--- src/rtl/track_marker_pkg.sv ---
// Shared definitions for the track mark generator.
// Assumes sector counts fit in 8 bits (3..255).
package track_marker_pkg;

    localparam int CNT_W = 8;

    typedef enum logic [1:0] {
        SW_DENSE  = 2'd0,
        SW_MEDIUM = 2'd1,
        SW_SPARSE = 2'd2,
        SW_LARGE  = 2'd3
    } sw_code_e;

    // Maps a switch code to its sector count.
    function automatic logic [CNT_W-1:0] sw_to_count(input logic [1:0] code);
        case (sw_code_e'(code))
            SW_DENSE:  return CNT_W'(111);
            SW_MEDIUM: return CNT_W'(69);
            SW_SPARSE: return CNT_W'(40);
            default:   return CNT_W'(21);
        endcase
    endfunction

endpackage

--- src/rtl/tm_count_sel.sv ---
// Picks the sector count in force: an override register or the switch table.
// Assumes a valid override lies in 3..255. A restore clears the override and
// wins over a load in the same tick.
module tm_count_sel
    import track_marker_pkg::*;
(
    input  logic             clk,
    input  logic             rst_n,
    input  logic [1:0]       sw_code,
    input  logic             ovr_load,
    input  logic [CNT_W-1:0] ovr_value,
    input  logic             restore,
    output logic [CNT_W-1:0] pend_cnt
);

    localparam logic [CNT_W-1:0] MIN_CNT = CNT_W'(3);

    logic             ovr_held;
    logic [CNT_W-1:0] ovr_cnt;

    // Holds the override count and whether it is in force.
    always_ff @(posedge clk) begin
        if (!rst_n) begin
            ovr_held <= 1'b0;
            ovr_cnt  <= '0;
        end else if (restore) begin
            ovr_held <= 1'b0;
        end else if (ovr_load && (ovr_value >= MIN_CNT)) begin
            ovr_held <= 1'b1;
            ovr_cnt  <= ovr_value;
        end
    end

    // Selects the count that the next track should use.
    always_comb begin
        pend_cnt = ovr_held ? ovr_cnt : sw_to_count(sw_code);
    end

endmodule

--- src/rtl/tm_divider.sv ---
// Restoring divider: finds floor(TRACK_BYTES / den_in).
// It restarts whenever den_in differs from the divisor it last used, and takes
// POS_W cycles per quotient. ready is high only when the quotient matches
// the present den_in. Assumes den_in is never zero.
module tm_divider
    import track_marker_pkg::*;
#(
    parameter int TRACK_BYTES = 24000,
    localparam int POS_W  = $clog2(TRACK_BYTES + 1),
    localparam int STEP_W = $clog2(POS_W + 1)
) (
    input  logic             clk,
    input  logic             rst_n,
    input  logic [CNT_W-1:0] den_in,
    output logic [POS_W-1:0] quo,
    output logic             ready
);

    logic [CNT_W-1:0]  den_q;
    logic [CNT_W-1:0]  rem;
    logic [STEP_W-1:0] step;
    logic              busy;
    logic              valid;
    logic [CNT_W:0]    shifted;
    logic              fits;

    // Forms the trial remainder for this step.
    always_comb begin
        shifted = {rem, quo[POS_W-1]};
        fits    = (shifted >= {1'b0, den_q});
    end

    // Runs one quotient bit per cycle, restarting on a new divisor.
    always_ff @(posedge clk) begin
        if (!rst_n) begin
            den_q <= '0;
            rem   <= '0;
            quo   <= '0;
            step  <= '0;
            busy  <= 1'b0;
            valid <= 1'b0;
        end else if ((den_in != den_q) || (!valid && !busy)) begin
            den_q <= den_in;
            rem   <= '0;
            quo   <= POS_W'(TRACK_BYTES);
            step  <= '0;
            busy  <= 1'b1;
            valid <= 1'b0;
        end else if (busy) begin
            rem  <= fits ? CNT_W'(shifted - {1'b0, den_q}) : shifted[CNT_W-1:0];
            quo  <= {quo[POS_W-2:0], fits};
            step <= step + 1'b1;
            if (step == STEP_W'(POS_W - 1)) begin
                busy  <= 1'b0;
                valid <= 1'b1;
            end
        end
    end

    // Flags a quotient that belongs to the present divisor.
    always_comb begin
        ready = valid && (den_in == den_q);
    end

endmodule

--- src/rtl/tm_sequencer.sv ---
// Track position counter and sector boundary logic.
// The geometry (count and length) is latched only at the start of a
// revolution. Before the first quotient is ready it stays idle, with no pulses.
module tm_sequencer
    import track_marker_pkg::*;
#(
    parameter int TRACK_BYTES = 24000,
    parameter int INDEX_W     = 96,
    localparam int POS_W = $clog2(TRACK_BYTES + 1)
) (
    input  logic             clk,
    input  logic             rst_n,
    input  logic             ready,
    input  logic [POS_W-1:0] quo,
    input  logic [CNT_W-1:0] pend_cnt,
    output logic             index_o,
    output logic             sector_o,
    output logic [CNT_W-1:0] sector_num
);

    localparam logic [POS_W-1:0] LAST_POS = POS_W'(TRACK_BYTES - 1);
    localparam logic [POS_W-1:0] IDX_END  = POS_W'(INDEX_W);

    logic             run;
    logic [POS_W-1:0] trk_pos;
    logic [POS_W-1:0] sec_pos;
    logic [CNT_W-1:0] sec_num;
    logic [POS_W-1:0] act_len;
    logic [CNT_W-1:0] act_cnt;
    logic             sec_end;

    // Detects the last byte of a sector that is followed by another one.
    always_comb begin
        sec_end = (sec_pos == act_len - 1'b1) && (sec_num != act_cnt - 1'b1);
    end

    // Steps through the revolution and latches new geometry at index.
    always_ff @(posedge clk) begin
        if (!rst_n) begin
            run     <= 1'b0;
            trk_pos <= '0;
            sec_pos <= '0;
            sec_num <= '0;
            act_len <= '0;
            act_cnt <= '0;
        end else if (!run || (trk_pos == LAST_POS)) begin
            trk_pos <= '0;
            sec_pos <= '0;
            sec_num <= '0;
            if (ready) begin
                run     <= 1'b1;
                act_len <= quo;
                act_cnt <= pend_cnt;
            end
        end else begin
            trk_pos <= trk_pos + 1'b1;
            if (sec_end) begin
                sec_pos <= '0;
                sec_num <= sec_num + 1'b1;
            end else begin
                sec_pos <= sec_pos + 1'b1;
            end
        end
    end

    // Decodes the pulses from the position registers.
    always_comb begin
        index_o    = run && (trk_pos < IDX_END);
        sector_o   = run && (sec_num != '0) && (sec_pos == '0);
        sector_num = sec_num;
    end

endmodule

--- src/rtl/track_marker.sv ---
// Top of the track mark generator: count select, divider and sequencer.
// Assumes a byte-rate clock and TRACK_BYTES/255 >= 2.
module track_marker
    import track_marker_pkg::*;
#(
    parameter int TRACK_BYTES = 24000,
    parameter int INDEX_W     = 96,
    localparam int POS_W = $clog2(TRACK_BYTES + 1)
) (
    input  logic             clk,
    input  logic             rst_n,
    input  logic [1:0]       sw_code,
    input  logic             ovr_load,
    input  logic [CNT_W-1:0] ovr_value,
    input  logic             restore,
    output logic             index_o,
    output logic             sector_o,
    output logic [CNT_W-1:0] sector_num
);

    logic [CNT_W-1:0] pend_cnt;
    logic [POS_W-1:0] quo;
    logic             ready;

    tm_count_sel u_sel (
        .clk       (clk),
        .rst_n     (rst_n),
        .sw_code   (sw_code),
        .ovr_load  (ovr_load),
        .ovr_value (ovr_value),
        .restore   (restore),
        .pend_cnt  (pend_cnt)
    );

    tm_divider #(.TRACK_BYTES(TRACK_BYTES)) u_div (
        .clk    (clk),
        .rst_n  (rst_n),
        .den_in (pend_cnt),
        .quo    (quo),
        .ready  (ready)
    );

    tm_sequencer #(.TRACK_BYTES(TRACK_BYTES), .INDEX_W(INDEX_W)) u_seq (
        .clk        (clk),
        .rst_n      (rst_n),
        .ready      (ready),
        .quo        (quo),
        .pend_cnt   (pend_cnt),
        .index_o    (index_o),
        .sector_o   (sector_o),
        .sector_num (sector_num)
    );

endmodule

--- config.mk ---
export PLATFORM = sky130hd
export DESIGN_NAME = track_marker
export DESIGN_NICKNAME = d
export VERILOG_FILES = /design/src/rtl/track_marker_pkg.sv /design/src/rtl/tm_count_sel.sv /design/src/rtl/tm_divider.sv /design/src/rtl/tm_sequencer.sv /design/src/rtl/track_marker.sv
export SDC_FILE = /design/constraint.sdc
export NUM_CORES = 1
export LEC_CHECK = 0
export CAP_MARGIN = 0
export CORE_UTILIZATION = 40
export CTS_CLUSTER_DIAMETER = 80
export DETAILED_ROUTE_END_ITERATION = 16
export PLACE_DENSITY = 0.64
export RECOVER_POWER = 50
export SLEW_MARGIN = 20
export SYNTH_ARGS = -nofsm -noshare
export SYNTH_HDL_FRONTEND = slang
export SYNTH_SLANG_ARGS = --single-unit
--- constraint.sdc ---
create_clock -name clk -period 2.3 [get_ports clk]
set_input_delay 0.46 -clock clk [delete_from_list [all_inputs] [get_ports clk]]
set_output_delay 0.46 -clock clk [all_outputs]
set_load 0.005 [all_outputs]
# --- Word-level counts from Yosys, hierarchy flattened ---
# Index checks and enable logic that the tools add are counted.
totals:
  register_bits: 108
  in_bits: 14
  out_inout_bits: 10
  word_cells: 66
op_classes:
  add_sub_neg: 7
  magnitude_cmp: 3
  n_eq_ne: 8
  n_mux: 8
  n_bitwise: 2
  reduce_logical: 23
ops:
  columns: ["op", "n"]
  rows:
  - ["$add 15x1->15 const B", 2]
  - ["$mux 15", 2]
  - ["$pmux 7 s3", 1]
  - ["$mux 8", 2]
  - ["$ne 8x8->1", 2]
  - ["$eq 15x15->1", 1]
  - ["$eq 15x15->1 const B", 1]
  - ["$logic_not 15->1", 1]
  - ["$lt 15x7->1 const B", 1]
  - ["$sub 15x1->15 const B", 1]
  - ["$ge 9x8->1", 1]
  - ["$add 8x1->8 const B", 1]
  - ["$eq 8x8->1", 1]
  - ["$ge 8x2->1 const B", 1]
  - ["$reduce_bool 8->1", 1]
  - ["$sub 8x1->8 const B", 1]
  - ["$sub 8x8->8", 1]
  - ["$logic_and 1x1->1", 7]
  - ["$reduce_and 2->1", 3]
  - ["$reduce_or 2->1", 3]
  - ["$add 4x1->4 const B", 1]
  - ["$eq 4x4->1 const B", 1]
  - ["$logic_not 1->1", 3]
  - ["$mux 1", 3]
  - ["other kinds (7)", 9]

# --- Longest topological paths before layout ---
depth:
  word_depth: 6
  depth_mapped: 12
  depth_no_buf: 11

# --- By module ---
# A second synthesis with hierarchy kept.
hier_totals:
  cells_unflattened: 674
  area_unflattened_um2: 5776.8
by_module_without_submodules:
  columns: ["module", "n_inst", "cells_each", "area_per_inst_um2", "seq_area_each_um2"]
  rows:
  - ["tm_sequencer", 1, 408, 3442.1, 1241.2]
  - ["tm_divider", 1, 206, 1845.5, 740.7]
  - ["tm_count_sel", 1, 60, 489.2, 180.2]

# --- Worst setup path before layout ---
# No wires, ideal clock.
synth_timing:
  path_type: "register to register"
  start: "reg u_div.den_q[1]"
  end: "reg u_div.rem[0]"
  setup_time_ns: 0.065
  arrival_ns: 2.317
  t_required_ns: 2.235
  slack_ns: -0.082
  path_stages_with_launch: 12
  path_buffers: 1
  period_less_slack_ns: 2.382
  cell_sequence: "dfxtp_1 -> inv_1 -> ha_1 -> nor2b_1 -> o21ai_0 -> a21boi_1 -> o31a_1 -> o41ai_1 -> buf_2 -> mux2i_1 -> mux2i_1 -> nor2_1"
synth_via:
  elab_chain_len: 3
  elab_cells_between_ends: 5
  classes_between: "1 x order compare; 1 x eq/ne; 1 x mux; 2 x reduce/logical"
synth_rtl:
  columns: ["element", "line_no", "source"]
  rows:
  - ["start, declared", "tm_divider.sv:19", "logic [CNT_W-1:0] den_q;"]
  - ["start signal, assigned", "tm_divider.sv:43", "den_q <= den_in;"]
  - ["branches (longest 3 deep; another with $ge 9x8->1)", null, null]
  - ["end signal, assigned", "tm_divider.sv:50", "rem <= fits ? CNT_W'(shifted - {1'b0, den_q}) : shifted[CNT_W-1:0];"]
  - ["end, declared", "tm_divider.sv:20", "logic [CNT_W-1:0] rem;"]
# Parallel ways; which one is timed is not known.
# A chain may end at the register's enable or synchronous reset.

# --- Worst setup path in the final report ---
layout_timing:
  start: "reg u_seq.sec_pos[14]"
  end: "reg u_seq.sec_num[7], in the netlist u_seq.sector_num[7]"
layout_via:
  elab_chain_len: 2
layout_rtl:
  columns: ["element", "line_no", "source"]
  rows:
  - ["start, declared", "tm_sequencer.sv:26", "logic [POS_W-1:0] sec_pos;"]
  - ["start signal, assigned", "tm_sequencer.sv:61", "sec_pos <= sec_pos + 1'b1;"]
  - ["$eq 15x15->1", "tm_sequencer.sv:34", "sec_end = (sec_pos == act_len - 1'b1) && (sec_num != act_cnt - 1'b1);"]
  - ["$logic_and 1x1->1", "tm_sequencer.sv:34", null]
  - ["end signal, assigned", "tm_sequencer.sv:59", "sec_num <= sec_num + 1'b1;"]
  - ["end, declared", "tm_sequencer.sv:27", "logic [CNT_W-1:0] sec_num;"]
# Every way passes these cells.

==> impl_metrics.json <==
{
  "synth-warning-count": 0,
  "ant_nets": 0,
  "drcViolationCount": 0,
  "cts_max_path_buffers": 2,
  "clock.fmax_mhz": 449,
  "hold_buffers": 0,
  "power_frac_comb": 0.088,
  "ys_ff_latch": 108,
  "path_cells": "xnor2_1 -> xor2_1 -> a31oi_1 -> nor4_1 -> a21o_1 -> nand4_4 -> nor4_4 -> mux2i_1",
  "cp_data_required_time_ns": 2.58,
  "die_x_um": 121,
  "maxCapViolCount": 0,
  "ios": 24,
  "gr-total-overflow": 0,
  "diodes": 0,
  "fillers": 1192,
  "dieHeight_um": 121,
  "cp-end-kind": "flop",
  "clk_latency_ns": 0.36,
  "clock_power_share": 0.409,
  "vias": 4775,
  "irDropWorstVdd_mv": 0.341,
  "grt_pass1_vias": 4628,
  "p_int_w": 0.00284,
  "synthToLayoutAreaGrowth_pct": 26.3,
  "hold_viol_final": 0,
  "row_count": 42,
  "fin_nets": 760,
  "vias_per_cell": 5.25,
  "switchingPower_w": 0.000965,
  "gp_congestion": 0.845,
  "first_pass_iters": 6,
  "cts_tree": "built",
  "p_leak_nw": 2.82,
  "synth-seq-area-share": 0.384,
  "rsz0062_at_grt": "yes",
  "hpwl_mm": 9.56,
  "drive_gt1_frac": 0.194,
  "antenna_found_initial": 0,
  "worstSetupPathType": "flop to flop",
  "tightest_slew_ns": 0.813,
  "total_power_w": 0.00380,
  "fin_crit_ns": 2.23,
  "crit_arrival_ns": 2.51,
  "crit_buf_inv": 0,
  "core_area_um2": 13500,
  "power.density_nw_per_um2": 534,
  "wl_per_cell_um": 14.8,
  "cp_top_family": "simple AND/OR/NAND/NOR gates",
  "drv_slew": 0,
  "startpoint_type": "flop",
  "synth.avg_cell_area_um2": 8.67,
  "routed_wl_mm": 13.5,
  "grtUsageTotal": 0.186,
  "port_buffers": 23,
  "synthCells": 650,
  "hold_class": "flop to flop",
  "p_seq_frac": 0.503,
  "drt_iter0_drc": 262,
  "synth_area_um2": 5630,
  "synthArstFlopShare": 0,
  "synth_ff_type": "dfxtp_1",
  "dieArea_um2": 14600,
  "synth_edf_count": 0,
  "cts.clk_slew.worst_paths_ns": 0.08,
  "cts_max_level": 3,
  "finClkSkew_ns": 0.0115,
  "synth_fp_nets": 682,
  "initial_core_util": 0.417,
  "post-route-worst-setup-slack_ns": 0.0707,
  "grt_max_degree": 37,
  "ys_types": 59,
  "status": "complete, no violations",
  "dp_slack_ns": -0.491,
  "setup_viol": 0,
  "cp_slowest_cell": "xnor2_1",
  "grt_pass1_wl_mm": 21.9,
  "cp_max_fo": 5,
  "switching_share": 0.254,
  "fin_crit_sh": 0.969,
  "root_buffer": "clkbuf_16",
  "clock_sinks": 108,
  "numCtsBuffers": 9,
  "slowest_delay_ns": 0.36,
  "slew_headroom": 0.456
}
==> cell type report <==
class,instances,area (um2),share of cell area
Multi-Input combinational cell,482,3530,0.497
Sequential cell,108,2180,0.306
Timing Repair Buffer,96,764,0.107
Clock buffer,9,225,0.0317
Tap cell,176,220,0.0309
Inverter,31,116,0.0164
Clock inverter,7,77.6,0.0109
==> flip-flops by register name, indices dropped and copies added (netlist names) <==
name	cells
u_div.valid	1
u_div.quo	15
u_seq.act_cnt	8
u_sel.ovr_cnt	8
u_seq.sec_pos	15
u_seq.run	1
u_div.rem	8
u_div.step	4
u_div.den_q	8
u_div.busy	1
u_seq.act_len	15
u_seq.sector_num	8
u_seq.trk_pos	15
u_sel.ovr_held	1
==> kinds of logic (layout without fill, tap and decap cells) <==
family | Yosys count | in the layout | share of synthesized area
and+or+nand+nor | 260 | 260 | 0.235
DFF | 108 | 108 | 0.384
AOI/OAI and AO/OA | 84 | 84 | 0.0984
xor gates and xnor gates | 70 | 70 | 0.109
buffers and inverters | 60 | 143 | 0.0433
muxes | 50 | 50 | 0.0893
adders and majority gates | 18 | 18 | 0.0413
==> stage by stage <==
step / hold slack (ns) / cell area (um2) / utilization / cells / setup TNS, ns
final: 0.474 / 7120 / 0.527 / 909 / 0
after global routing: 0.496 / 7120 / 0.527 / 909 / -0.325
after CTS: 0.474 / 6960 / 0.516 / 907 / -0.137
after detailed placement: 0.455 / 6460 / 0.478 / 884 / -18.18
after global placement: 0.448 / 6460 / 0.478 / 884 / -14.06
after floorplan: 0.426 / 5650 / - / 650 / -0.0672
==> cells in the mapped netlist (all sizes together) (4+ instances only) <==
cell    instances  area (um2)
a21oi          26         130
mux2i          48         480
clkbuf         19        71.3
a31oi           4        25.0
nand3          20         100
nor4           10        77.6
inv            30         113
a21o            5        37.5
nand2          43         164
nor2b          21         131
ha             17         213
and2            7        43.8
xor2           25         219
or2             4        25.0
o21ai          17        88.8
nor2           87         327
nor4b           5        50.0
xnor2          45         394
or3            10        63.8
a211oi         10        80.1
buf            10        56.3
nor3           15        75.1
nand4          13        87.6
nand2b          7        46.3
and3            9        61.3
dfxtp         108        2160
a211o           4        35.0
==> cell usage in the layout (no fill, tap or decap), types with 9 or more instances in the layout <==
cell type	instances
nand4_1	12
nor2b_1	18
clkdlybuf4s50_1	12
ha_1	11
nand3_1	19
inv_1	29
nor3_1	14
buf_4	61
mux2i_1	47
clkbuf_16	9
xnor2_1	45
dfxtp_2	9
nor2_1	87
dfxtp_1	98
o21ai_0	11
xor2_1	25
nand2_1	42
a21oi_1	24
==> path summary, 6_finish.rpt <==
kind,from,endpoint,slack (ns),depth (start not counted)
worst min register to register,u_seq.sec_pos[0]$_SDFF_PP0_,u_seq.sec_pos[0]$_SDFF_PP0_,0.47,1
worst max register to register,u_seq.sec_pos[14]$_SDFF_PP0_,u_seq.sector_num[7]$_SDFFE_PP0P_,0.07,8
worst max-delay path,u_seq.sec_pos[14]$_SDFF_PP0_,u_seq.sector_num[7]$_SDFFE_PP0P_,0.07,8
worst min-delay path,u_seq.sec_pos[0]$_SDFF_PP0_,u_seq.sec_pos[0]$_SDFF_PP0_,0.47,1
==> what timing repair did <==
| item | CTS | global route |
|---|---|---|
| cloned | 1 | 0 |
| pin swaps | 13 | 13 |
| setup endpoints to repair | 40 | 50 |
| gates resized for setup | 42 | 34 |
| setup buffers | 6 | 3 |
==> worst reg2reg max path, delay by kind of cell, from the launching register on <==
kind / cells / cell delay, ns
mux: 1 / 0.21
compound gates: 2 / 0.32
flops: 1 / 0.35
xor+xnor: 2 / 0.56
simple gates: 3 / 0.72
==> routing by layer <==
layer | global-route usage | vias to the layer above | part of all wire
li1 | - | 2396 | -
met1 | 0.240 | 2262 | 0.47
met3 | 0.0349 | 29 | 0.034
met4 | 0.0671 | 0 | 0.025
met5 | 0 | - | 0
met2 | 0.309 | 88 | 0.47
==> power groups by stage <==
stage	clock (W)	sequential, W	combinational [W]
final	0.00156	0.00191	0.000333
after global routing	0.00166	0.00192	0.000362
after CTS	0.00158	0.00191	0.000313
after detailed placement	0	0.00195	0.000273
after global placement	0	0.00195	0.000267
after floorplan	0	0.00195	0.000181
No activity file was read; power rests on OpenSTA's default activity.
